## config.mk

```make
export PLATFORM = sky130hd
export DESIGN_NAME = spi_master_ctl
export DESIGN_NICKNAME = d
export VERILOG_FILES = /design/src/rtl/spi_master_pkg.sv /design/src/rtl/spi_baud_div.sv /design/src/rtl/spi_shift_eng.sv /design/src/rtl/spi_reg_file.sv /design/src/rtl/spi_master_ctl.sv
export SDC_FILE = /design/constraint.sdc
export NUM_CORES = 1
export LEC_CHECK = 0
export BUFFER_PORTS_ARGS = -buffer_cell sky130_fd_sc_hd__buf_4
export CAP_MARGIN = 10
export CORE_ASPECT_RATIO = 0.6
export CORE_MARGIN = 8
export CORE_UTILIZATION = 34
export DETAILED_ROUTE_END_ITERATION = 6
export PLACE_DENSITY = 0.5
export SYNTH_ARGS = -nofsm -noshare
export SYNTH_HDL_FRONTEND = slang
export SYNTH_SLANG_ARGS = --single-unit
```

## constraint.sdc

```tcl
create_clock -name clk_i -period 4.2 [get_ports clk_i]
set_clock_uncertainty 0.05 [all_clocks]
set_input_delay 0.84 -clock clk_i [delete_from_list [all_inputs] [get_ports clk_i]]
set_output_delay 0.84 -clock clk_i [all_outputs]
set_load 0.005 [all_outputs]
```

## src/rtl/spi_master_pkg.sv

```systemverilog
package spi_master_pkg;
  localparam int unsigned BAUD_W = 3;
  localparam int unsigned MAX_W  = 16;
  localparam int unsigned MIN_W  = 8;
  localparam int unsigned DIV_W  = (1 << BAUD_W) - 1;
  localparam int unsigned EDGE_W = $clog2(2 * MAX_W);

  localparam logic [1:0] ADDR_CTRL = 2'd0;
  localparam logic [1:0] ADDR_DATA = 2'd1;
  localparam logic [1:0] ADDR_STAT = 2'd2;

  typedef struct packed {
    logic              cpol;
    logic              cpha;
    logic              wide;
    logic [BAUD_W-1:0] baud;
  } spi_cfg_t;

  typedef enum logic [1:0] {
    ST_IDLE,
    ST_SETUP,
    ST_SHIFT,
    ST_HOLD
  } spi_state_e;
endpackage

```

## src/rtl/spi_baud_div.sv

```systemverilog
module spi_baud_div #(
  parameter int unsigned SEL_W = 3,
  parameter int unsigned CNT_W = (1 << SEL_W) - 1
) (
  input  logic             clk_i,
  input  logic             rst_ni,
  input  logic             run_i,
  input  logic [SEL_W-1:0] sel_i,
  output logic             tick_o
);
  logic [CNT_W-1:0] cnt_q;
  logic [CNT_W-1:0] lim;

  // 2^sel - 1; the wrap at the top code yields all ones
  assign lim    = (CNT_W'(1) << sel_i) - CNT_W'(1);
  assign tick_o = run_i && (cnt_q == lim);

  always_ff @(posedge clk_i or negedge rst_ni) begin
    if (!rst_ni)              cnt_q <= '0;
    else if (!run_i || tick_o) cnt_q <= '0;
    else                      cnt_q <= cnt_q + CNT_W'(1);
  end

  assert_count_step_R5: assert property (@(posedge clk_i) disable iff (!rst_ni)
    (run_i && !tick_o) |=> (!run_i || cnt_q == CNT_W'($past(cnt_q) + CNT_W'(1))));
endmodule

```

## src/rtl/spi_shift_eng.sv

```systemverilog
module spi_shift_eng
  import spi_master_pkg::*;
#(
  parameter int unsigned LONG_W  = MAX_W,
  parameter int unsigned SHORT_W = MIN_W,
  parameter int unsigned CNT_W   = EDGE_W
) (
  input  logic              clk_i,
  input  logic              rst_ni,
  input  spi_cfg_t          cfg_i,
  input  logic              start_i,
  input  logic [LONG_W-1:0] tx_word_i,
  input  logic              miso_i,
  input  logic              tick_i,
  output logic              pop_o,
  output logic              run_o,
  output logic              busy_o,
  output logic [BAUD_W-1:0] baud_o,
  output logic              sclk_o,
  output logic              mosi_o,
  output logic              nss_o,
  output logic              rx_push_o,
  output logic [LONG_W-1:0] rx_word_o
);
  spi_state_e        state_q;
  spi_cfg_t          cfg_q;
  logic [LONG_W-1:0] tx_sr_q, rx_sr_q, rx_next;
  logic [CNT_W-1:0]  edge_q, last_edge;
  logic              ph_q;
  logic              edge_ev, lead, samp, drive;

  assign last_edge = cfg_q.wide ? CNT_W'(2 * LONG_W - 1) : CNT_W'(2 * SHORT_W - 1);
  assign edge_ev   = tick_i && (state_q == ST_SETUP || state_q == ST_SHIFT);
  assign lead      = ~edge_q[0];
  assign samp      = lead ^ cfg_q.cpha;
  // with cpha=1 the MSB is already on the line at edge 0
  assign drive     = !samp && !(cfg_q.cpha && edge_q == '0);
  assign rx_next   = {rx_sr_q[LONG_W-2:0], miso_i};

  assign pop_o     = (state_q == ST_IDLE) && start_i;
  assign run_o     = (state_q != ST_IDLE);
  assign busy_o    = (state_q == ST_SETUP) || (state_q == ST_SHIFT);
  assign baud_o    = cfg_q.baud;
  assign nss_o     = (state_q == ST_IDLE);
  assign sclk_o    = (state_q == ST_IDLE) ? cfg_i.cpol : (cfg_q.cpol ^ ph_q);
  assign mosi_o    = cfg_q.wide ? tx_sr_q[LONG_W-1] : tx_sr_q[SHORT_W-1];
  assign rx_push_o = edge_ev && (edge_q == last_edge);
  assign rx_word_o = samp ? rx_next : rx_sr_q;

  always_ff @(posedge clk_i or negedge rst_ni) begin
    if (!rst_ni) begin
      state_q <= ST_IDLE;
      cfg_q   <= '0;
      tx_sr_q <= '0;
      rx_sr_q <= '0;
      edge_q  <= '0;
      ph_q    <= 1'b0;
    end else begin
      unique case (state_q)
        ST_IDLE: begin
          ph_q   <= 1'b0;
          edge_q <= '0;
          if (start_i) begin
            cfg_q   <= cfg_i;
            tx_sr_q <= tx_word_i;
            rx_sr_q <= '0;
            state_q <= ST_SETUP;
          end
        end
        ST_SETUP, ST_SHIFT: begin
          if (edge_ev) begin
            ph_q   <= ~ph_q;
            edge_q <= edge_q + CNT_W'(1);
            if (samp)  rx_sr_q <= rx_next;
            if (drive) tx_sr_q <= {tx_sr_q[LONG_W-2:0], 1'b0};
            if (edge_q == last_edge) state_q <= ST_HOLD;
            else                     state_q <= ST_SHIFT;
          end
        end
        ST_HOLD: if (tick_i) state_q <= ST_IDLE;
        default: state_q <= ST_IDLE;
      endcase
    end
  end

  assert_cfg_frozen_R11: assert property (@(posedge clk_i) disable iff (!rst_ni)
    (run_o && $past(run_o)) |-> $stable(cfg_q));
  assert_edge_bound_R6: assert property (@(posedge clk_i) disable iff (!rst_ni)
    (state_q == ST_SHIFT) |-> (edge_q <= last_edge));
  assert_idle_level_R2: assert property (@(posedge clk_i) disable iff (!rst_ni)
    (state_q == ST_HOLD) |-> (ph_q == 1'b0));
  assert_push_then_hold_R10: assert property (@(posedge clk_i) disable iff (!rst_ni)
    rx_push_o |=> (state_q == ST_HOLD && !busy_o));
endmodule

```

## src/rtl/spi_reg_file.sv

```systemverilog
module spi_reg_file
  import spi_master_pkg::*;
#(
  parameter int unsigned ADDR_W = 2,
  parameter int unsigned REG_W  = 16,
  parameter int unsigned DATA_W = MAX_W
) (
  input  logic              clk_i,
  input  logic              rst_ni,
  input  logic [ADDR_W-1:0] addr_i,
  input  logic [REG_W-1:0]  wdata_i,
  input  logic              we_i,
  input  logic              re_i,
  output logic [REG_W-1:0]  rdata_o,
  input  logic              pop_i,
  input  logic              push_i,
  input  logic [DATA_W-1:0] rx_word_i,
  input  logic              busy_i,
  output spi_cfg_t          cfg_o,
  output logic              tx_full_o,
  output logic [DATA_W-1:0] tx_word_o,
  output logic              sw_en_o,
  output logic              sw_lvl_o,
  output logic              irq_txe_o,
  output logic              irq_rxf_o
);
  localparam int unsigned CTRL_W = 7 + BAUD_W;
  localparam int unsigned B_SWEN = 3 + BAUD_W;

  logic [CTRL_W-1:0] ctrl_q;
  logic [DATA_W-1:0] tx_buf_q, rx_buf_q;
  logic              tx_full_q, rx_full_q;
  logic              wr_ctrl, wr_data, rd_data;

  assign wr_ctrl = we_i && (addr_i == ADDR_W'(ADDR_CTRL));
  assign wr_data = we_i && (addr_i == ADDR_W'(ADDR_DATA));
  assign rd_data = re_i && (addr_i == ADDR_W'(ADDR_DATA));

  assign cfg_o.cpol = ctrl_q[0];
  assign cfg_o.cpha = ctrl_q[1];
  assign cfg_o.wide = ctrl_q[2];
  assign cfg_o.baud = ctrl_q[3 +: BAUD_W];
  assign sw_en_o    = ctrl_q[B_SWEN];
  assign sw_lvl_o   = ctrl_q[B_SWEN+1];
  assign irq_txe_o  = ctrl_q[B_SWEN+2] & ~tx_full_q;
  assign irq_rxf_o  = ctrl_q[B_SWEN+3] & rx_full_q;
  assign tx_full_o  = tx_full_q;
  assign tx_word_o  = tx_buf_q;

  always_comb begin
    unique case (addr_i)
      ADDR_W'(ADDR_CTRL): rdata_o = REG_W'(ctrl_q);
      ADDR_W'(ADDR_DATA): rdata_o = REG_W'(rx_buf_q);
      ADDR_W'(ADDR_STAT): rdata_o = REG_W'({busy_i, rx_full_q, ~tx_full_q});
      default:            rdata_o = '0;
    endcase
  end

  always_ff @(posedge clk_i or negedge rst_ni) begin
    if (!rst_ni) begin
      ctrl_q    <= '0;
      tx_buf_q  <= '0;
      rx_buf_q  <= '0;
      tx_full_q <= 1'b0;
      rx_full_q <= 1'b0;
    end else begin
      if (wr_ctrl) ctrl_q <= wdata_i[CTRL_W-1:0];
      if (wr_data) tx_buf_q <= wdata_i[DATA_W-1:0];
      tx_full_q <= (tx_full_q & ~pop_i) | wr_data;
      if (push_i) rx_buf_q <= rx_word_i;
      rx_full_q <= push_i | (rx_full_q & ~rd_data);
    end
  end

  assert_rx_flag_set_R9: assert property (@(posedge clk_i) disable iff (!rst_ni)
    push_i |=> rx_full_q);
  assert_pop_only_full_R7: assert property (@(posedge clk_i) disable iff (!rst_ni)
    pop_i |-> tx_full_q);
endmodule

```

## src/rtl/spi_master_ctl.sv

```systemverilog
module spi_master_ctl
  import spi_master_pkg::*;
#(
  parameter int unsigned ADDR_W = 2,
  parameter int unsigned REG_W  = 16
) (
  input  logic              clk_i,
  input  logic              rst_ni,
  input  logic [ADDR_W-1:0] reg_addr_i,
  input  logic [REG_W-1:0]  reg_wdata_i,
  input  logic              reg_we_i,
  input  logic              reg_re_i,
  output logic [REG_W-1:0]  reg_rdata_o,
  output logic              sclk_o,
  output logic              mosi_o,
  input  logic              miso_i,
  output logic              nss_o,
  output logic              irq_txe_o,
  output logic              irq_rxf_o
);
  spi_cfg_t          cfg;
  logic              tx_full, pop, push, busy, run, tick, sw_en, sw_lvl, hw_nss;
  logic [MAX_W-1:0]  tx_word, rx_word;
  logic [BAUD_W-1:0] baud;

  spi_reg_file #(.ADDR_W(ADDR_W), .REG_W(REG_W), .DATA_W(MAX_W)) u_regs (
    .clk_i, .rst_ni,
    .addr_i(reg_addr_i), .wdata_i(reg_wdata_i), .we_i(reg_we_i), .re_i(reg_re_i),
    .rdata_o(reg_rdata_o),
    .pop_i(pop), .push_i(push), .rx_word_i(rx_word), .busy_i(busy),
    .cfg_o(cfg), .tx_full_o(tx_full), .tx_word_o(tx_word),
    .sw_en_o(sw_en), .sw_lvl_o(sw_lvl), .irq_txe_o, .irq_rxf_o
  );

  spi_baud_div #(.SEL_W(BAUD_W), .CNT_W(DIV_W)) u_div (
    .clk_i, .rst_ni, .run_i(run), .sel_i(baud), .tick_o(tick)
  );

  spi_shift_eng #(.LONG_W(MAX_W), .SHORT_W(MIN_W), .CNT_W(EDGE_W)) u_eng (
    .clk_i, .rst_ni, .cfg_i(cfg), .start_i(tx_full), .tx_word_i(tx_word),
    .miso_i, .tick_i(tick), .pop_o(pop), .run_o(run), .busy_o(busy), .baud_o(baud),
    .sclk_o, .mosi_o, .nss_o(hw_nss), .rx_push_o(push), .rx_word_o(rx_word)
  );

  assign nss_o = sw_en ? sw_lvl : hw_nss;

  assert_sclk_quiet_R5: assert property (@(posedge clk_i) disable iff (!rst_ni)
    (hw_nss && $past(hw_nss) && $stable(cfg.cpol)) |-> $stable(sclk_o));
endmodule

```

# After elaboration in Yosys (flattened, before gate mapping)
# Index checks and enable logic that the tools add are counted.
# word_totals
regBits	97
latchBits	0
ramBits	0
romBits	0
inputBits	23
output_inout_bits	21
n_memories	0
# op_classes
n_addsub	3
mul	0
div	0
magnitude_cmp	0
eq_ne	11
shift	1
n_mux	23
bitwise_logic	13
reduce_logical	25
# op_table
op	n
two-way mux 16 bit	6
one-hot mux 16 bit (2 select lines)	2
one-hot mux 16 bit (3 select lines)	1
two-way mux 5 bit	2
one-hot mux 5 bit (2 select lines)	1
logical AND 1 bit	9
adder 7 x 1 -> 7 bit, second input constant	1
== test 7 bit	1
two-way mux 7 bit	1
<< shifter 1 x 3 -> 7 bit, first input constant	1
subtractor 7 x 2 -> 7 bit, second input constant	1
== test 2 bit, second input constant	3
two-way mux 2 bit	3
inequality test 2 x 1 -> 1 bit, second input constant	3
one-hot mux 2 bit (3 select lines)	1
AND reduction 3 bit	2
adder 5 x 1 -> 5 bit, second input constant	1
== test 5 bit	1
logical NOT 5 bit	1
two-way mux 1 bit	5
inverter 1 bit	5
AND 1 bit	4
== test 2 x 1 -> 1 bit, second input constant	2
logical NOT 2 bit	2
other kinds (10)	17

# Depth between registers and ports, before layout
# Gate-level depths: netlist (run 1).
# logic_depth
depth_word	7
depth_mapped	12

# By module
# From an unflattened synthesis (run 1), not the netlist that was laid out.
# hier_totals
cells_unflattened	377
area_unflattened_um2	4895.9
# modules_own_cells
mod	instances	cells_each	area_each_um2	seq_area_each_um2
spi_shift_eng	1	187	2401.1	1151.1
spi_reg_file	1	135	1971.9	1101.1
spi_baud_div	1	54	508.0	175.2
spi_master_ctl	1	1	15.0	0.0

# Least setup slack after synthesis (run 1)
# OpenSTA, ideal clock, no wires.
# synth_timing
kind	reg2reg
startpoint	register u_eng.cfg_q (netlist bit u_eng.baud_o[2])
endpoint	register u_regs.rx_buf_q[10]
setup_ns	0.125
arrival_time_ns	3.425
required_time_ns	4.025
setup_slack_ns	0.600
stages_incl_launch_ff	13
n_path_buf	4
cell_sequence	dfrtp_1 > buf_4 > or3_1 > ha_1 > or4b_1 > o2111ai_2 > o21ai_2 > or3_1 > buf_2 > or4_4 > buf_6 > buf_8 > mux2_4
# synth_between
elab_chain_cells	6
# synth_lines
item	line_no	text
start: declaration	spi_shift_eng.sv:26	spi_cfg_t cfg_q;
start signal: assignment	spi_shift_eng.sv:64	cfg_q <= cfg_i;
<< shifter 1 x 3 -> 7 bit	spi_baud_div.sv:15	assign lim = (CNT_W'(1) << sel_i) - CNT_W'(1);
subtractor 7 x 2 -> 7 bit	spi_baud_div.sv:15	
== test 7 bit	spi_baud_div.sv:16	assign tick_o = run_i && (cnt_q == lim);
logical AND 1 bit	spi_baud_div.sv:16	
logical AND 1 bit	spi_shift_eng.sv:33	assign edge_ev = tick_i && (state_q == ST_SETUP || state_q == ST_SHIFT);
logical AND 1 bit	spi_shift_eng.sv:47	assign rx_push_o = edge_ev && (edge_q == last_edge);
end signal: assignment	spi_reg_file.sv:70	if (push_i) rx_buf_q <= rx_word_i;
end: declaration	spi_reg_file.sv:31	logic [DATA_W-1:0] tx_buf_q, rx_buf_q;
# No other way between the ends.
# A chain may end at the register's enable or synchronous reset.

# Final worst setup path (run 1)
# layout_timing
startpoint	register u_eng.cfg_q (netlist bit u_eng.baud_o[2])
endpoint	register u_regs.rx_buf_q[12]
# The elaborated chain is that of the path after synthesis.

==> run_results.csv, run 1 <==
group,metric,value,unit
placement,portBuffers,43,
power,ir_drop,0.259,mV
worst_setup_path,cpPeakStageDelay,0.77,ns
drt,ant_nets,0,
clock_network,htreeDepth,3,
sta,fmax,0.267,GHz
die,die_w,169,µm
drt,first_pass_iters,4,
clock_network,cts_tree,"yes",
clock_network,holdBufCountCts,0,
die,rows,33,
sta,rsz0062_at_grt,"false",
worst_setup_path,start_kind,"register",
grt,grt_pass1_vias,3377,
grt,grt_pass1_wl,18.7,mm
worst_setup_path,cp_slowest_cell,"or4_4",
sta,worst_pin_slew,0.881,ns
sta,fin_tns_setup,0,ns
synthesis,syn_nets,430,
synthesis,synth_edf_count,0,
clock_network,clkTransAtPathRegs,0.07,ns
synthesis,async_reset_ff_share,100,%
sta,slew_violations,0,
power,combPwrFrac,36.1,%
synthesis,ys.flop_type,"dfrtp_1",
grt,grt_usage,13.0,%
synthesis,yosysWarnings,0,
placement,place.gp.congestion,0.759,
synthesis,synthCells,400,
power,p_int,0.00215,W
die,die_area,18200,µm²
power,p_leak,2.55,nW
clock_network,cts_buffers,9,
worst_setup_path,critical_path_class,"reg -> reg",
placement,placedInstanceArea,5290,µm²
clock_network,clock_tree.buffer_depth,2,
clock_network,root_buffer,"clkbuf_16",
layout,stdcell_area,5590,µm²
layout,syn2layout_area_growth,17.1,%
synthesis,synth_cell_types,49,
worst_setup_path,cp_common_cell,"or3_1",
layout,num-fill-cells,1342,
power,switchingPower,0.00129,W
sta,min_period_over_period,89.0,%
drt,drt_iter0_markers,276,
sta,slew_headroom,41.1,%
power,power_frac_clock,23.8,%
layout,fin_nets,468,
sta,setup_ws,0.461,ns
synthesis,synth_seq_area_share,50.8,%
power,power_frac_seq,40.1,%
drt,wl_per_cell,17.5,µm
worst_setup_path,crit_required,4.38,ns
placement,dpl_worst_slack,0.464,ns
synthesis,synth.avg_cell_area,11.9,µm²
die,die_h,108,µm
placement,dp_cells,619,
power,power.density,614,nW/µm²
grt,antenna_found_initial,0,
drt,via_per_inst,5.07,
drt,wl,11.1,mm
sta,hold_viol,0,
grt,grt_max_degree,54,
grt,grt_overflow,0,
placement,post-dp-hpwl,7.85,mm
status,status,"completed",
die,floorplan.core_area,13700,µm²
die,io_pins,44,
clock_network,cts_setup_buffers,0,
synthesis,ys_ff_latch,97,
power,switching_share,37.5,%
clock_network,insertion_delay,0.35,ns
drt,vias,3218,
sta,post-route-min-period,3.74,ns
drt,post-route-drc-count,0,
worst_setup_path,reg2reg_slack,0.46,ns
worst_setup_path,arrival,3.92,ns
clock_network,post_cts_resized,0,
worst_setup_path,path_max_fanout,18,
layout,antenna_cells,0,
power,p_total,0.00344,W
clock_network,clock-sinks,97,
worst_setup_path,end_kind,"register",
sta,setup_viol,0,
synthesis,synthesis.area,4780,µm²
worst_setup_path,crit_path_cell_trace,"or3_1 > ha_1 > or4b_1 > o2111ai_2 > o21ai_2 > or3_1 > or4_4 > mux2_4",
hold_path,worstHoldPathType,"reg -> reg",
layout,drive_gt1_share,35.0,%
layout,instances_no_fill,635,
die,start_util,34.8,%
flow_run,max_cap_violations,0,
[registers in the layout (all words and copies together) (netlist names), 5 cells and up]
name	flops
u_div.cnt_q	7
u_regs.tx_word_o	16
u_regs.ctrl_q	10
u_eng.tx_sr_q	16
u_eng.rx_sr_q	16
u_regs.rx_buf_q	16
u_eng.edge_q	5
[layout by cell type (no fill, tap or decap), drive strengths merged, types with 2 or more instances in the layout]
master / count
clkbuf: 10
o221a: 15
o311ai: 3
inv: 13
or4: 2
o21ai: 11
mux2: 66
buf: 53
clkinv: 3
nand3: 4
o2bb2ai: 2
mux2i: 11
and3: 4
ha: 7
nor2b: 7
o22ai: 2
nor2: 22
a31oi: 4
nor3b: 2
nand2: 22
xor2: 5
nor4b: 2
or3: 20
nor3: 4
a21oi: 5
xnor2: 8
nor4: 4
dfrtp: 97
a22o: 17
and2: 7
[metrics by stage]
stage	hold WS [ns]	util [%]
after floorplan	0.400	-
after global placement	0.431	38.6
after detailed placement	0.439	38.6
after CTS	0.455	40.8
after global routing	0.467	40.8
final	0.454	40.8
[metal layers]
metal	wire [µm]	GRT usage (%)
met5	0	0
met3	569	3.95
met4	87	3.02
met1	5930	19.3
met2	4540	18.0
[power groups by stage]
| stage | combinational (W) | clock (W) | sequential, W |
|---|---|---|---|
| final | 0.00124 | 0.000818 | 0.00138 |
| after floorplan | 0.000957 | 0 | 0.00128 |
| after global placement | 0.00122 | 0 | 0.00139 |
| after CTS | 0.00126 | 0.000845 | 0.00138 |
| after global routing | 0.00140 | 0.000885 | 0.00141 |
| after detailed placement | 0.00125 | 0 | 0.00139 |
[cell usage after synthesis, types with 2 or more instances]
| master | instances | share of area (%) |
|---|---|---|
| dfrtp_1 | 97 | 51 |
| mux2_2 | 58 | 14 |
| nand2_1 | 22 | 1.7 |
| nor2_1 | 22 | 1.7 |
| or3_1 | 20 | 2.6 |
| clkbuf_1 | 18 | 1.4 |
| a22o_1 | 17 | 3.1 |
| o221a_2 | 15 | 3.5 |
| mux2i_1 | 11 | 2.3 |
| inv_1 | 10 | 0.79 |
| o21ai_0 | 10 | 1.0 |
| mux2_4 | 8 | 2.5 |
| xnor2_1 | 8 | 1.5 |
| and2_1 | 7 | 0.92 |
| ha_1 | 7 | 1.8 |
| nor2b_1 | 7 | 0.92 |
| a21oi_1 | 5 | 0.52 |
| xor2_1 | 5 | 0.92 |
| a31oi_1 | 4 | 0.52 |
| and3_1 | 4 | 0.52 |
| nand3_1 | 4 | 0.42 |
| nor3_1 | 4 | 0.42 |
| nor4_1 | 4 | 0.52 |
| buf_2 | 3 | 0.31 |
| buf_1 | 2 | 0.16 |
| nor3b_1 | 2 | 0.31 |
| o22ai_1 | 2 | 0.26 |
| o2bb2ai_1 | 2 | 0.37 |
| o311ai_0 | 2 | 0.37 |
[cell type report]
cell class,instances,area (µm²),area share (%)
repair buffers,53,398,7.12
multi-input cells,266,2180,39.1
clock inverters,6,61.3,1.10
inverters,11,41.3,0.738
clock buffers,10,239,4.27
well taps,192,240,4.30
flip-flops and latches,97,2430,43.4
[cell families after synthesis]
| group | synth area share, % |
|---|---|
| AO/OA/AOI/OAI | 11.7 |
| XOR/XNOR | 2.38 |
| adder cells (fa/ha/maj) | 1.83 |
| buffers and inverters | 3.46 |
| flip-flops | 50.8 |
| multiplexers | 18.5 |
| AND/OR/NAND/NOR | 11.3 |
[critical path, delay by kind of cell (launching register included)]
kind                     cells  cell delay, ns
multiplexers                 1            0.35
AND/OR/NAND/NOR              4            2.23
AO/OA/AOI/OAI                2            0.22
flip-flops                   1            0.49
adder cells (fa/ha/maj)      1            0.28
[worst paths after layout]
| kind | end | startpoint | depth (start not counted) |
|---|---|---|---|
| worst max-delay path | u_regs.rx_buf_q[12] | u_eng.baud_o[2] | 8 |
| worst min-delay path | u_regs.tx_word_o[1] | u_regs.tx_word_o[1] | 1 |
| worst max register to register | u_regs.rx_buf_q[12] | u_eng.baud_o[2] | 8 |
| worst min register to register | u_regs.tx_word_o[1] | u_regs.tx_word_o[1] | 1 |
| max in group asynchronous | u_regs.rx_full_q | rst_ni | 2 |
| min in group asynchronous | u_regs.tx_word_o[0] | rst_ni | 1 |
Note: power is estimated with default switching activity, not from simulation.
==> inputs of run 2 (changes only) <==
--- a/constraint.sdc
+++ b/constraint.sdc
@@ -3,3 +3,3 @@
 set_input_delay 0.84 -clock clk_i [delete_from_list [all_inputs] [get_ports clk_i]]
 set_output_delay 0.84 -clock clk_i [all_outputs]
-set_load 0.005 [all_outputs]
+set_load 0.05 [all_outputs]
==> run 2 against run 1 <==
Power is 3.4% higher. Sequential power hardly changed. Global-route usage is 0.39 points lower. Core utilization hardly changed. Clock power is 0.5% higher. Maximum frequency is 0.21% lower.
==> run_results.csv, run 2 (synthesis gave the netlist of run 1 again) <==
group,metric,value,unit
status,status,"completed",
layout,syn2layout_area_growth,17.0,%
clock_network,holdBufCountCts,0,
placement,place.gp.congestion,0.766,
grt,grt_pass1_wl,18.0,mm
worst_setup_path,arrival,3.92,ns
drt,vias,3225,
sta,worst_pin_slew,0.834,ns
die,die_area,18200,µm²
clock_network,cts_tree,"yes",
clock_network,cts_setup_buffers,0,
clock_network,post_cts_resized,0,
clock_network,insertion_delay,0.34,ns
clock_network,clock-sinks,97,
sta,fin_tns_setup,0,ns
clock_network,cts_buffers,9,
die,io_pins,44,
worst_setup_path,rr_worst_depth,8,
grt,antenna_found_initial,0,
drt,wl_met3,589,µm
hold_path,min_from,"u_regs.tx_word_o[2]",
drt,met1_length,5.80,mm
sta,fmax,0.267,GHz
sta,slew_violations,0,
hold_path,hold_depth,1,
worst_setup_path,end_kind,"register",
drt,drt_iter0_markers,143,
hold_path,hold_path_end,"u_regs.tx_word_o[2]",
clock_network,htreeDepth,3,
drt,wl_per_cell,17.3,µm
sta,hold_viol,0,
worst_setup_path,crit_family,"simple AND/OR/NAND/NOR gates",
sta,post-route-min-period,3.75,ns
sta,setup_ws,0.453,ns
die,floorplan.core_area,13700,µm²
worst_setup_path,cpPeakStageDelay,0.77,ns
worst_setup_path,r2r-end,"u_regs.rx_buf_q[15]",
layout,stdcell_area,5590,µm²
die,die_w,169,µm
hold_path,worstHoldPathType,"reg -> reg",
die,start_util,34.8,%
layout,antenna_cells,0,
layout,fin_nets,467,
drt,ant_nets,0,
worst_setup_path,crit-reg2reg-launch,"u_eng.baud_o[2]",
sta,min_period_over_period,89.2,%
drt,first_pass_iters,4,
worst_setup_path,crit_path_cell_trace,"or3_1 > ha_1 > or4b_1 > o2111ai_2 > o21ai_2 > or3_1 > or4_4 > mux2_4",
sta,slew_headroom,44.2,%
worst_setup_path,start_kind,"register",
die,die_h,108,µm
grt,grt_pass1_vias,3282,
flow_run,max_cap_violations,0,
drt,top_layer,"met4",
placement,portBuffers,43,
drt,wl_met2,4.53,mm
sta,setup_viol,0,
clock_network,clkTransAtPathRegs,0.07,ns
layout,final_common_cell,"dfrtp_1",
worst_setup_path,reg2reg_slack,0.45,ns
clock_network,clock_tree.buffer_depth,2,
worst_setup_path,critical_path_class,"reg -> reg",
layout,drive_gt1_share,34.8,%
placement,dpl_worst_slack,0.478,ns
grt,grt_max_degree,54,
placement,placedInstanceArea,5280,µm²
drt,post-route-drc-count,0,
worst_setup_path,cp_common_cell,"or3_1",
grt,grt_overflow,0,
grt,grt_usage,12.6,%
power,p_leak,2.55,nW
power,power.density,635,nW/µm²
layout,final_cell_mix,"dfrtp_1, mux2_2, buf_4",
sta,rsz0062_at_grt,"false",
drt,via_per_inst,5.09,
die,rows,33,
placement,post-dp-hpwl,7.78,mm
drt,wl,11.0,mm
worst_setup_path,path_max_fanout,18,
power,ir_drop,0.238,mV
worst_setup_path,crit_buf_inv,0,
worst_setup_path,crit_required,4.38,ns
clock_network,root_buffer,"clkbuf_16",
worst_setup_path,cp_slowest_cell,"or4_4",
run 2: layout make-up:
cell class,instances,area (µm²)
clock buffer,9,225
clock inverter,7,80.1
fill,1344,8120
inverter,11,41.3
multi-input combinational,266,2180
sequential,97,2430
tap,192,240
timing repair buffer,52,390
run 2: worst max-delay path by stage:
stage / start / endpoint / slack, ns / depth (start not counted)
finish: u_eng.baud_o[2] / u_regs.rx_buf_q[15] / 0.45 / 8
global route: u_eng.baud_o[2] / u_regs.rx_buf_q[13] / 0.32 / 8
CTS: u_eng.baud_o[1] / u_regs.rx_buf_q[13] / 0.45 / 8
detailed placement: u_eng.baud_o[1] / u_regs.rx_buf_q[8] / 0.48 / 8
global placement: u_eng.baud_o[1] / u_regs.rx_buf_q[9] / 0.53 / 8
floorplan: u_eng.baud_o[2] / u_regs.rx_buf_q[10] / 0.60 / 12
run 2: per-stage QoR:
step / cells / utilization (%) / total power, W / hold WS (ns)
global route: 634 / 40.8 / 0.00380 / 0.473
finish: 634 / 40.8 / 0.00355 / 0.456
global placement: 618 / 38.5 / 0.00272 / 0.432
detailed placement: 618 / 38.5 / 0.00275 / 0.440
floorplan: 400 / - / 0.00236 / 0.400
CTS: 634 / 40.8 / 0.00359 / 0.457
run 2: report_power, final:
| part | total, W | leakage, nW | internal, W | switching [W] |
|---|---|---|---|---|
| Clock | 0.000822 | 0.146 | 0.000425 | 0.000398 |
| Sequential | 0.00138 | 1.24 | 0.00115 | 0.000228 |
| Combinational | 0.00135 | 1.16 | 0.000564 | 0.000787 |
run 2: metal layers:
layer	GRT usage (%)	vias to the layer above
met5	0	-
met4	3.83	0
met3	3.88	6
met2	17.9	66
met1	18.0	1615
li1	-	1538
==> inputs of run 3 (changes only) <==
SLEW_MARGIN = 20   (was default)
clock period = 3.8 ns   (was 4.2 ns; I/O delays follow)
==> run 3 against run 2 <==
Die area unchanged. Power is 12% higher. Setup slack got worse by 0.18 ns. Sequential share of layout area down 0.24 points. Clock power increased by 12%. Flip-flop and latch count unchanged. Critical path type unchanged. Largest cell class unchanged. Highest routed layer unchanged.
==> run_results.csv, run 3 (synthesis gave the netlist of run 1 again) <==
group,metric,value,unit
drt,wl,10.9,mm
clock_network,clock_tree.buffer_depth,2,
worst_setup_path,start_kind,"register",
worst_setup_path,crit-reg2reg-launch,"u_eng.baud_o[2]",
grt,grt_max_degree,42,
flow_run,max_cap_violations,0,
sta,fin_tns_setup,0,ns
sta,worst_pin_slew,0.745,ns
worst_setup_path,crit_required,3.98,ns
drt,post-route-drc-count,0,
drt,wl_per_cell,17.1,µm
power,power.density,708,nW/µm²
power,ir_drop,0.333,mV
clock_network,insertion_delay,0.35,ns
sta,post-route-min-period,3.53,ns
grt,met3_usage,3.52,%
die,die_w,169,µm
worst_setup_path,rr_worst_depth,8,
layout,final_cell_mix,"dfrtp_1, mux2_2, buf_4",
clock_network,cts_tree,"yes",
hold_path,worstHoldPathType,"in -> async",
grt,antenna_found_initial,0,
layout,fin_nets,471,
grt,grt_busiest_layer,"met1",
worst_setup_path,r2r-end,"u_regs.rx_buf_q[12]",
drt,via_per_inst,4.99,
clock_network,htreeDepth,3,
die,rows,33,
die,start_util,34.8,%
die,floorplan.core_area,13700,µm²
clock_network,post_cts_resized,0,
worst_setup_path,end_kind,"register",
status,status,"completed",
clock_network,clkTransAtPathRegs,0.08,ns
clock_network,clock-sinks,97,
power,p_leak,2.57,nW
grt,grt_overflow,0,
placement,portBuffers,43,
clock_network,cts_setup_buffers,0,
power,p_total,0.00398,W
drt,vias,3185,
placement,post-dp-hpwl,7.73,mm
clock_network,root_buffer,"clkbuf_16",
drt,drt_iter0_markers,234,
layout,antenna_cells,0,
sta,setup_viol,0,
sta,holdWs,0.357,ns
clock_network,holdBufCountCts,0,
layout,fin_util,41.0,%
sta,rsz0062_at_grt,"false",
worst_setup_path,endpoint,"u_regs.rx_buf_q[12]",
sta,hold_viol,0,
sta,slew_headroom,50.2,%
layout,final_common_cell,"dfrtp_1",
grt,grtUsageMet2,16.6,%
grt,grt_usage,12.6,%
grt,grt_pass1_wl,18.1,mm
die,die_area,18200,µm²
placement,place.gp.congestion,0.775,
worst_setup_path,critPathLaunch,"u_eng.baud_o[2]",
grt,groute.layer.met1.usage,19.4,%
worst_setup_path,arrival,3.71,ns
worst_setup_path,critical_path_class,"reg -> reg",
drt,first_pass_iters,4,
layout,drive_gt1_share,35.4,%
die,die_h,108,µm
drt,ant_nets,0,
clock_network,cts_buffers,9,
sta,slew_violations,0,
sta,min_period_over_period,92.9,%
die,io_pins,44,
sta,fmax,0.283,GHz
layout,syn2layout_area_growth,17.7,%
grt,grt_pass1_vias,3223,
worst_setup_path,reg2reg_slack,0.27,ns
worst_setup_path,path_max_fanout,18,
[run 3: cell types whose count changed in the layout (fill, tap and decap cells not counted)]
cell / change
inv_8: +1
clkinv_8: -1
clkinv_4: +1
clkbuf_8: +1
inv_6: -1
buf_4: +4
clkinvlp_4: -1
[run 3: worst max-delay path: stages (launching register included)]
cell and delay [ns]:
dfrtp_1 0.37, or3_1 0.38, ha_1 0.28, or4b_1 0.50, o2111ai_2 0.11, o21ai_2 0.11
or3_1 0.50, or4_4 0.76, mux2_4 0.35
[run 3: worst min path at each step]
stage / slack, ns / end / start
after floorplan: 0.40 / u_regs.rx_full_q / u_regs.rx_full_q
after global placement: 0.43 / u_regs.tx_word_o[4] / u_regs.tx_word_o[4]
after detailed placement: 0.44 / u_regs.rx_buf_q[13] / u_regs.rx_buf_q[13]
after CTS: 0.37 / u_eng.cfg_q[5] / rst_ni
after global routing: 0.39 / u_div.cnt_q[0] / rst_ni
final: 0.36 / u_eng.rx_sr_q[15] / rst_ni
[run 3: stage by stage]
stage	area [µm²]	setup slack (ns)	instances
2_1_floorplan	4780	0.200	400
3_3_place_gp	5310	0.339	622
3_5_place_dp	5310	0.275	622
4_1_cts	5620	0.270	638
5_1_grt	5620	0.122	638
6_report	5620	0.270	638
[run 3: area by class of cell]
| type | count | area (µm²) |
|---|---|---|
| Multi-Input combinational cell | 266 | 2180 |
| Inverter | 11 | 41.3 |
| Tap cell | 192 | 240 |
| Fill cell | 1339 | 8090 |
| Clock inverter | 6 | 67.6 |
| Clock buffer | 10 | 239 |
| Timing Repair Buffer | 56 | 420 |
| Sequential cell | 97 | 2430 |
[run 3: routing by layer]
metal,vias to the layer above,wire (µm)
li1,1551,-
met1,1567,5990
met2,59,4250
met3,8,551
met4,0,83
met5,-,0
[run 3: power by group]
part | total, W | switching [W] | internal [W]
Sequential | 0.00148 | 0.000212 | 0.00127
Clock | 0.000923 | 0.000438 | 0.000486
Combinational | 0.00157 | 0.000923 | 0.000647
Total | 0.00398 | 0.00157 | 0.00240
